## src/rtl/rxp_pkg.sv

```systemverilog
package rxp_pkg;
  localparam int BYTE_W   = 8;
  localparam int LANES    = 4;
  localparam int WORD_W   = BYTE_W * LANES;
  localparam int CNT_W    = 3;
  localparam int STATUS_W = 16;

  // command codes in the low field [7:4]
  localparam logic [3:0] CMD_RX_RESET    = 4'h1;
  localparam logic [3:0] CMD_CLR_OVR     = 4'h3;
  localparam logic [3:0] CMD_CLR_STALE   = 4'h8;
  // command code in the high field [11:8]
  localparam logic [3:0] CMD_FORCE_STALE = 4'h4;

  function automatic logic [3:0] low_field(logic [11:4] c);
    return c[7:4];
  endfunction

  function automatic logic [3:0] high_field(logic [11:4] c);
    return c[11:8];
  endfunction

  // place byte b into lane idx of word w
  function automatic logic [WORD_W-1:0] put_lane(logic [WORD_W-1:0] w,
                                                 logic [1:0] idx,
                                                 logic [BYTE_W-1:0] b);
    logic [WORD_W-1:0] r;
    r = w;
    r[idx*BYTE_W +: BYTE_W] = b;
    return r;
  endfunction

  function automatic logic [STATUS_W-1:0] make_status(logic rdy, logic ovr,
                                                      logic stl,
                                                      logic [CNT_W-1:0] c);
    logic [STATUS_W-1:0] s;
    s      = '0;
    s[0]   = rdy;
    s[4]   = ovr;
    s[6]   = stl;
    s[9:7] = c;
    return s;
  endfunction
endpackage

```

## src/rtl/rxp_pack_buf.sv

```systemverilog
module rxp_pack_buf
  import rxp_pkg::*;
(
  input  logic              clk,
  input  logic              rst_n,
  input  logic              clr,
  input  logic              load,
  input  logic              take,
  input  logic [BYTE_W-1:0] din,
  output logic [WORD_W-1:0] buf_q,
  output logic [CNT_W-1:0]  cnt_q
);
  always_ff @(posedge clk or negedge rst_n) begin
    if (!rst_n) begin
      buf_q <= '0;
      cnt_q <= '0;
    end else if (clr || take) begin
      buf_q <= '0;
      cnt_q <= '0;
    end else if (load) begin
      buf_q <= put_lane(buf_q, cnt_q[1:0], din);
      cnt_q <= cnt_q + 1'b1;
    end
  end
endmodule

```

## src/rtl/rxp_word_fifo.sv

```systemverilog
module rxp_word_fifo #(
  parameter int DEPTH = 4,
  parameter int W     = 32
) (
  input  logic         clk,
  input  logic         rst_n,
  input  logic         clr,
  input  logic         push,
  input  logic [W-1:0] wdata,
  input  logic         pop,
  output logic [W-1:0] rdata,
  output logic         full,
  output logic         empty
);
  localparam int AW = (DEPTH > 1) ? $clog2(DEPTH) : 1;

  logic [W-1:0]  mem [DEPTH];
  logic [AW-1:0] wp, rp;
  logic [AW:0]   cnt;

  function automatic logic [AW-1:0] bump(logic [AW-1:0] p);
    return (p == AW'(DEPTH - 1)) ? '0 : p + 1'b1;
  endfunction

  assign full  = (cnt == (AW+1)'(DEPTH));
  assign empty = (cnt == '0);
  assign rdata = mem[rp];

  always_ff @(posedge clk) begin
    if (push) mem[wp] <= wdata;
  end

  always_ff @(posedge clk or negedge rst_n) begin
    if (!rst_n) begin
      wp  <= '0;
      rp  <= '0;
      cnt <= '0;
    end else if (clr) begin
      wp  <= '0;
      rp  <= '0;
      cnt <= '0;
    end else begin
      if (push) wp <= bump(wp);
      if (pop)  rp <= bump(rp);
      cnt <= cnt + (push ? 1'b1 : 1'b0) - (pop ? 1'b1 : 1'b0);
    end
  end
endmodule

```

## src/rtl/rx_word_packer.sv

```systemverilog
module rx_word_packer
  import rxp_pkg::*;
#(
  parameter int FIFO_DEPTH = 4
) (
  input  logic                clk,
  input  logic                rst_n,
  input  logic                rx_byte_valid,
  input  logic [BYTE_W-1:0]   rx_byte,
  input  logic                cmd_wr,
  input  logic [11:4]         cmd_val,
  input  logic                rx_rearm,
  input  logic                rd_pop,
  output logic [WORD_W-1:0]   rx_word,
  output logic [STATUS_W-1:0] rx_status
);
  logic [WORD_W-1:0] buf_w;
  logic [CNT_W-1:0]  cnt_w;
  logic              fifo_full, fifo_empty;
  logic              ovr_q, stale_q, armed_q;

  // named events, also observed by the checker
  logic              w_rx_reset, w_clr_ovr, w_clr_stale, w_force;
  logic              w_last_lane, w_accept, w_complete, w_load;
  logic              w_ovr_evt, w_stale_evt, w_flush, w_push, w_pop;
  logic [WORD_W-1:0] w_push_word;

  assign w_rx_reset  = cmd_wr && (low_field(cmd_val) == CMD_RX_RESET);
  assign w_clr_ovr   = cmd_wr && (low_field(cmd_val) == CMD_CLR_OVR);
  assign w_clr_stale = cmd_wr && (low_field(cmd_val) == CMD_CLR_STALE);
  assign w_force     = cmd_wr && (high_field(cmd_val) == CMD_FORCE_STALE);

  assign w_last_lane = (cnt_w == CNT_W'(LANES - 1));
  assign w_ovr_evt   = rx_byte_valid && !w_rx_reset && w_last_lane && fifo_full;
  assign w_accept    = rx_byte_valid && !w_rx_reset && !w_ovr_evt;
  assign w_complete  = w_accept && w_last_lane;
  assign w_load      = w_accept && !w_last_lane;

  assign w_stale_evt = w_force && armed_q && !rx_byte_valid && !w_rx_reset && !fifo_full;
  assign w_flush     = w_stale_evt && (cnt_w != '0);

  assign w_push      = w_complete || w_flush;
  assign w_push_word = w_complete ? put_lane(buf_w, 2'(LANES - 1), rx_byte) : buf_w;
  assign w_pop       = rd_pop && !fifo_empty && !w_rx_reset;

  rxp_pack_buf u_pack (
    .clk   (clk),
    .rst_n (rst_n),
    .clr   (w_rx_reset),
    .load  (w_load),
    .take  (w_push),
    .din   (rx_byte),
    .buf_q (buf_w),
    .cnt_q (cnt_w)
  );

  rxp_word_fifo #(.DEPTH(FIFO_DEPTH), .W(WORD_W)) u_fifo (
    .clk   (clk),
    .rst_n (rst_n),
    .clr   (w_rx_reset),
    .push  (w_push),
    .wdata (w_push_word),
    .pop   (w_pop),
    .rdata (rx_word),
    .full  (fifo_full),
    .empty (fifo_empty)
  );

  always_ff @(posedge clk or negedge rst_n) begin
    if (!rst_n) begin
      ovr_q   <= 1'b0;
      stale_q <= 1'b0;
      armed_q <= 1'b1;
    end else begin
      if (w_ovr_evt)        ovr_q <= 1'b1;
      else if (w_clr_ovr)   ovr_q <= 1'b0;
      if (w_stale_evt)      stale_q <= 1'b1;
      else if (w_clr_stale) stale_q <= 1'b0;
      if (w_stale_evt)      armed_q <= 1'b0;
      else if (rx_rearm)    armed_q <= 1'b1;
    end
  end

  assign rx_status = make_status(!fifo_empty, ovr_q, stale_q, cnt_w);
endmodule

```

## config.mk

```make
export PLATFORM = sky130hd
export DESIGN_NAME = rx_word_packer
export DESIGN_NICKNAME = d
export VERILOG_FILES = /design/src/rtl/rxp_pkg.sv /design/src/rtl/rxp_pack_buf.sv /design/src/rtl/rxp_word_fifo.sv /design/src/rtl/rx_word_packer.sv
export SDC_FILE = /design/constraint.sdc
export NUM_CORES = 1
export LEC_CHECK = 0
export ABC_AREA = 0
export BUFFER_PORTS_ARGS = -buffer_cell sky130_fd_sc_hd__buf_2
export CAP_MARGIN = 20
export CELL_PAD_IN_SITES_DETAIL_PLACEMENT = 0
export CELL_PAD_IN_SITES_GLOBAL_PLACEMENT = 1
export CORE_MARGIN = 3
export CORE_UTILIZATION = 50
export CTS_CLUSTER_DIAMETER = 200
export DETAILED_ROUTE_END_ITERATION = 8
export PLACE_DENSITY_LB_ADDON = 0.1
export RECOVER_POWER = 100
export SYNTH_ARGS = -nofsm -noshare
export SYNTH_HDL_FRONTEND = slang
export SYNTH_SLANG_ARGS = --single-unit
```

## constraint.sdc

```tcl
create_clock -name clk -period 4.19 [get_ports clk]
set_clock_uncertainty 0.15 [all_clocks]
set_input_delay 0.6285 -clock clk [delete_from_list [all_inputs] [get_ports clk]]
set_output_delay 0.6285 -clock clk [all_outputs]
set_load 0.1 [all_outputs]
```

Word level (Yosys, flattened, before mapping)
Memories as Yosys holds them, arrays and structs flattened.
Cells that the tools add are included.
{ "classes": {"n_addsub": 6, "n_eq_ne": 8, "shift": 2, "muxes": 23, "n_reduce_logical": 33} }
{ "op_table": {"columns": ["op", "n"], "rows": [
  ["32-bit 2-to-1 mux", 3],
  ["5-bit negation with 34-bit output", 1],
  ["8-bit by 34-bit variable shift with 32-bit output (first input constant)", 1],
  ["8-bit by 34-bit indexed part select with 32-bit output", 1],
  ["32-bit bitwise mux", 1],
  ["1-bit logical AND", 17],
  ["2-bit 2-to-1 mux", 6],
  ["2-bit nonzero test", 6],
  ["1-bit 2-to-1 mux", 10],
  ["3-bit 2-to-1 mux", 3],
  ["1-bit zero test", 6],
  ["2-bit by 1-bit adder with 2-bit output (second input constant)", 2],
  ["2-bit == test (second input constant)", 2],
  ["4-bit by 1-bit == test with 1-bit output (second input constant)", 1],
  ["4-bit by 2-bit == test with 1-bit output (second input constant)", 1],
  ["4-bit by 3-bit == test with 1-bit output (second input constant)", 1],
  ["4-bit == test (second input constant)", 1],
  ["3-bit by 1-bit adder with 3-bit output (second input constant)", 1],
  ["3-bit adder", 1],
  ["3-bit by 2-bit == test with 1-bit output (second input constant)", 1],
  ["3-bit == test (second input constant)", 1],
  ["3-bit zero test", 1],
  ["3-bit nonzero test", 1],
  ["3-bit subtractor", 1],
  ["1-bit logical OR", 2]
]} }
{ "word_totals": {"register_bits": 45, "ramBits": 128, "output_inout_bits": 48, "wordCells": 81, "n_memories": 1} }
{ "memory_table": {"columns": ["memory", "words", "width", "rd", "rd_clocked_by_memory_dff", "write_ports", "line_no", "text"], "rows": [
  ["u_fifo.mem", 4, 32, 1, 0, 1, "rxp_word_fifo.sv:17", "logic [W-1:0] mem [DEPTH];"]
]} }

Longest topological paths before layout
{ "logic_depth": {"ltp_word": 14, "depth_mapped": 15, "depth_no_buf": 14} }

Cells and area by module
A second synthesis with hierarchy kept.
{ "unflattened": {"cells_unflattened": 374, "area_unflattened_um2": 7076.8} }
{ "modules_own_cells": {"columns": ["mod", "n_inst", "cells_per_inst", "area_per_inst_um2", "seq_area_each_um2"], "rows": [
  ["rxp_word_fifo", 1, 208, 5082.4, 4018.9],
  ["rxp_pack_buf", 1, 115, 1542.7, 875.8],
  ["rx_word_packer", 1, 51, 451.7, 76.3]
]} }

Worst setup path after synthesis
OpenSTA, ideal clock, no wires.
{ "synth_timing": {"path_kind": "register -> register", "start": "register u_pack.cnt_q[0]", "end": "register u_fifo.cnt[2]", "arrival_ns": 3.595, "t_required_ns": 3.907, "setup_slack_ns": 0.313, "path_stages_with_launch": 15, "n_path_buf": 0, "path_cell_list": "dfrtp_1 > inv_1 > ha_1 > nor2b_1 > o31a_1 > nor3_4 > inv_1 > ha_1 > inv_1 > ha_1 > inv_1 > fa_1 > xor2_1 > xnor2_1 > nor2_1"} }
{ "synth_between": {"elab_chain_cells": 11, "word_cells_on_any_way": 13} }
{ "synth_lines": {"columns": ["element", "line_no", "text"], "rows": [
  ["start: declaration", "rxp_pack_buf.sv:11", "output logic [CNT_W-1:0] cnt_q"],
  ["start signal: assignment", "rxp_pack_buf.sv:22", "cnt_q <= cnt_q + 1'b1;"],
  ["3-bit by 2-bit == test with 1-bit output", "rx_word_packer.sv:33", "assign w_last_lane = (cnt_w == CNT_W'(LANES - 1));"],
  ["1-bit logical AND (2 in series)", "rx_word_packer.sv:34", "assign w_ovr_evt = rx_byte_valid && !w_rx_reset && w_last_lane && fifo_full;"],
  ["1-bit zero test", "rx_word_packer.sv:35", "assign w_accept = rx_byte_valid && !w_rx_reset && !w_ovr_evt;"],
  ["1-bit logical AND", "rx_word_packer.sv:35", null],
  ["1-bit logical AND", "rx_word_packer.sv:36", "assign w_complete = w_accept && w_last_lane;"],
  ["1-bit logical OR (*)", "rx_word_packer.sv:42", "assign w_push = w_complete || w_flush;"],
  ["1-bit 2-to-1 mux (*)", "rxp_word_fifo.sv:45", "cnt <= cnt + (push ? 1'b1 : 1'b0) - (pop ? 1'b1 : 1'b0);"],
  ["3-bit adder (*)", "rxp_word_fifo.sv:45", null],
  ["3-bit subtractor (*)", "rxp_word_fifo.sv:45", null],
  ["3-bit 2-to-1 mux (*)", "rxp_word_fifo.sv:38", "end else if (clr) begin"],
  ["end signal: assignment", "rxp_word_fifo.sv:45", null],
  ["end: declaration", "rxp_word_fifo.sv:19", "logic [AW:0] cnt;"]
]} }
Every way passes the cells marked *; elsewhere a longest branch is shown, timed or not.
A chain may end at the register's enable or synchronous reset.

Final worst setup path
{ "layout_timing": {"start": "register u_fifo.rp[1]", "end": "output rx_word[27]"} }
{ "layout_between": {"elab_chain_cells": 1} }
{ "layout_lines": {"columns": ["element", "line_no", "text"], "rows": [
  ["start: declaration", "rxp_word_fifo.sv:18", "logic [AW-1:0] wp, rp;"],
  ["start signal: assignment", "rxp_word_fifo.sv:44", "if (pop) rp <= bump(rp);"],
  ["memory read 4 x 32 bit", null, null],
  ["end: declaration", "rx_word_packer.sv:14", "output logic [WORD_W-1:0] rx_word,"]
]} }
No other way between the ends.

==> results.cfg <==
[status]
outcome = finished, violations left
failed_checks = max-capacitance violations, max-slew violations

[timing]
hold_violations = 0
rsz0062_at_grt = no
period_share_pct = 87.1
max_slew.worst_pin.slew_ns = 2.53
final.setup.tns_ns = 0
min_period_ns = 3.65
slew_violations = 82
max-slew-margin-rel_pct = -68.8
setup_viol = 0
fmax_ghz = 0.274

[routing]
totalWireLength_um = 13000
dr.first_iter.drc_count = 307
via_count = 3532
routedWlPerCell_um = 20.0
drc_errors = 0
first_pass_iters = 4
via_per_inst = 5.46
ant_nets = 0

[floorplanning]
die_w_um = 124
start_util_pct = 51.8
io_pins = 70
core_area_sq_mm = 0.0135
placementRows = 42
dieArea_sq_mm = 0.0154
die_h_um = 124

[hold_path]
min_from = cmd_val[7]
min_path_type = in2reg

[worst_setup_path]
cp.required_ns = 3.41
path_class = reg2out
max_stage_delay_ns = 0.86
cpMaxStageDelayCell = clkbuf_1
r2r_start = u_pack.cnt_q[0]$_DFFE_PN0P_
crit_path_start_kind = flop
cp_cell_sequence = clkbuf_2 > mux4_2 > clkbuf_1
critPathCaptureType = primary output
worst-path-max-fanout = 30
crit_arrival_ns = 2.87
cp-startpoint = u_fifo.rp[1]$_DFFE_PN0P_

[layout]
nets = 494
diodes = 0
utilization_pct = 58.9
fillerInstances = 1053
drive_gt1_share_pct = 26.8
area_growth_pct = 13.7
final_common_cell = edfxtp_1
mostFrequentLayoutCells = 128 x edfxtp_1, 44 x nor2_1, 43 x dfrtp_1

[clocking]
cts_sinks = 173
clock_latency_ns = 0.42
root_buffer = clkbuf_16
cts_setup_buffers = 0
ctsResizeCount = 0
numCtsBuffers = 17
clkTransAtPathRegs_ns = 0.06
hold_buffers = 0
cts_buffer_depth = 2
tritoncts = done
htree_num_levels = 4

[yosys]
ys_ff_latch = 173
synthCells = 390
yosys_warnings = 0
async_flop_share_pct = 26.0
synth_cell_type_count = 38
netlist_area_sq_mm = 0.00697
ys.flop_type = edfxtp_1
synth_enable_flop_cells = 128
ys_seq_area_share_pct = 71.3
avgSynthCellArea_sq_um = 17.9

[placement]
numPortBuffers = 59
gp_congestion = 0.740
dp_hpwl_um = 7910

[global_route]
grt_max_degree = 46
grt_usage_pct = 18.7
grt_pass1_vias = 3655
grt_overflow = 0
grt_antenna_before_repair = 0
grt_first_pass_wirelength_um = 20500

[run]
maxCapViolations = 2
-- sequential cells by signal (all words and copies together) (netlist names) --
name          cells
stale_q           1
ovr_q             1
u_fifo.mem      128
armed_q           1
u_fifo.cnt        3
u_pack.cnt_q      3
u_fifo.wp         2
u_fifo.rp         2
u_pack.buf_q     32
-- synth_stat cells, drive strengths merged (2+ instances only) --
library cell	n	area [sq um]
xnor2	2	17.5
a21oi	6	30.0
dfrtp	44	1100
nand2	5	18.8
nand3b	4	30.0
clkbuf	7	26.3
a22oi	32	240
nor2b	2	12.5
nor2	44	165
buf	19	139
ha	13	163
nor4	3	37.5
mux4	32	721
mux2	10	120
a31oi	2	12.5
edfxtp	128	3840
nand3	3	15.0
nor4b	2	23.8
or3	4	30.0
and2	6	37.5
inv	10	37.5
-- per-stage QoR --
stage / cells / worst slack (ns) / cell area, sq um / hold WS (ns)
6_report: 647 / 0.540 / 7930 / 0.250
5_1_grt: 647 / 0.321 / 7930 / 0.239
4_1_cts: 647 / 0.777 / 7990 / 0.152
3_5_place_dp: 615 / 0.734 / 7430 / 0.356
3_3_place_gp: 615 / 0.776 / 7430 / 0.345
2_1_floorplan: 399 / 0.313 / 7010 / 0.183
-- final timing paths --
| check | depth (start not counted) | slack (ns) | endpoint |
|---|---|---|---|
| min | 2 | 0.25 | stale_q$_DFFE_PN0P_ |
| max in group asynchronous | 2 | 1.35 | u_fifo.rp[0]$_DFFE_PN0P_ |
| min in group asynchronous | 2 | 0.93 | u_fifo.rp[0]$_DFFE_PN0P_ |
| min reg2reg | 2 | 0.36 | armed_q$_DFFE_PN1P_ |
| max | 3 | 0.54 | rx_word[27] |
| max reg2reg | 14 | 0.83 | u_fifo.cnt[2]$_DFF_PN0_ |
-- layout make-up --
type	instances	area (sq um)	share of cell area [%]
clock inverter	7	65.1	0.820
timing repair buffer	66	334	4.21
sequential	173	4970	62.7
inverter	10	37.5	0.473
tap	176	220	2.78
multi-input combinational	190	1820	22.9
clock buffer	25	485	6.12
-- per-layer routing --
layer,global-route usage (%),vias up,routed length [um]
li1,-,1636,-
met1,24.8,1799,5750
met2,30.1,85,6440
met3,6.27,12,624
met4,4.93,0,151
met5,0,-,0
-- worst max-delay path: cells and delay by family, from the launching register on --
family | cells | cell delay [ns]
buffers and inverters | 2 | 1.60
multiplexers | 1 | 0.36
flip-flops | 1 | 0.48
-- cell families (layout without fill, tap and decap cells) --
| group | count (synthesis) | in the layout | synth area share, % |
|---|---|---|---|
| flip-flops | 173 | 173 | 71.3 |
| AND/OR/NAND/NOR | 77 | 77 | 6.03 |
| AO/OA/AOI/OAI | 44 | 44 | 4.65 |
| multiplexers | 42 | 42 | 12.1 |
| buffers and inverters | 36 | 108 | 2.91 |
| adder cells (fa/ha/maj) | 14 | 14 | 2.62 |
| XOR/XNOR | 3 | 3 | 0.377 |
| other | 1 | 10 | 0.0538 |
Power is left out: the tool's default activity adds up to more than one toggle a clock period on the data nets, which glitch-free logic cannot reach.
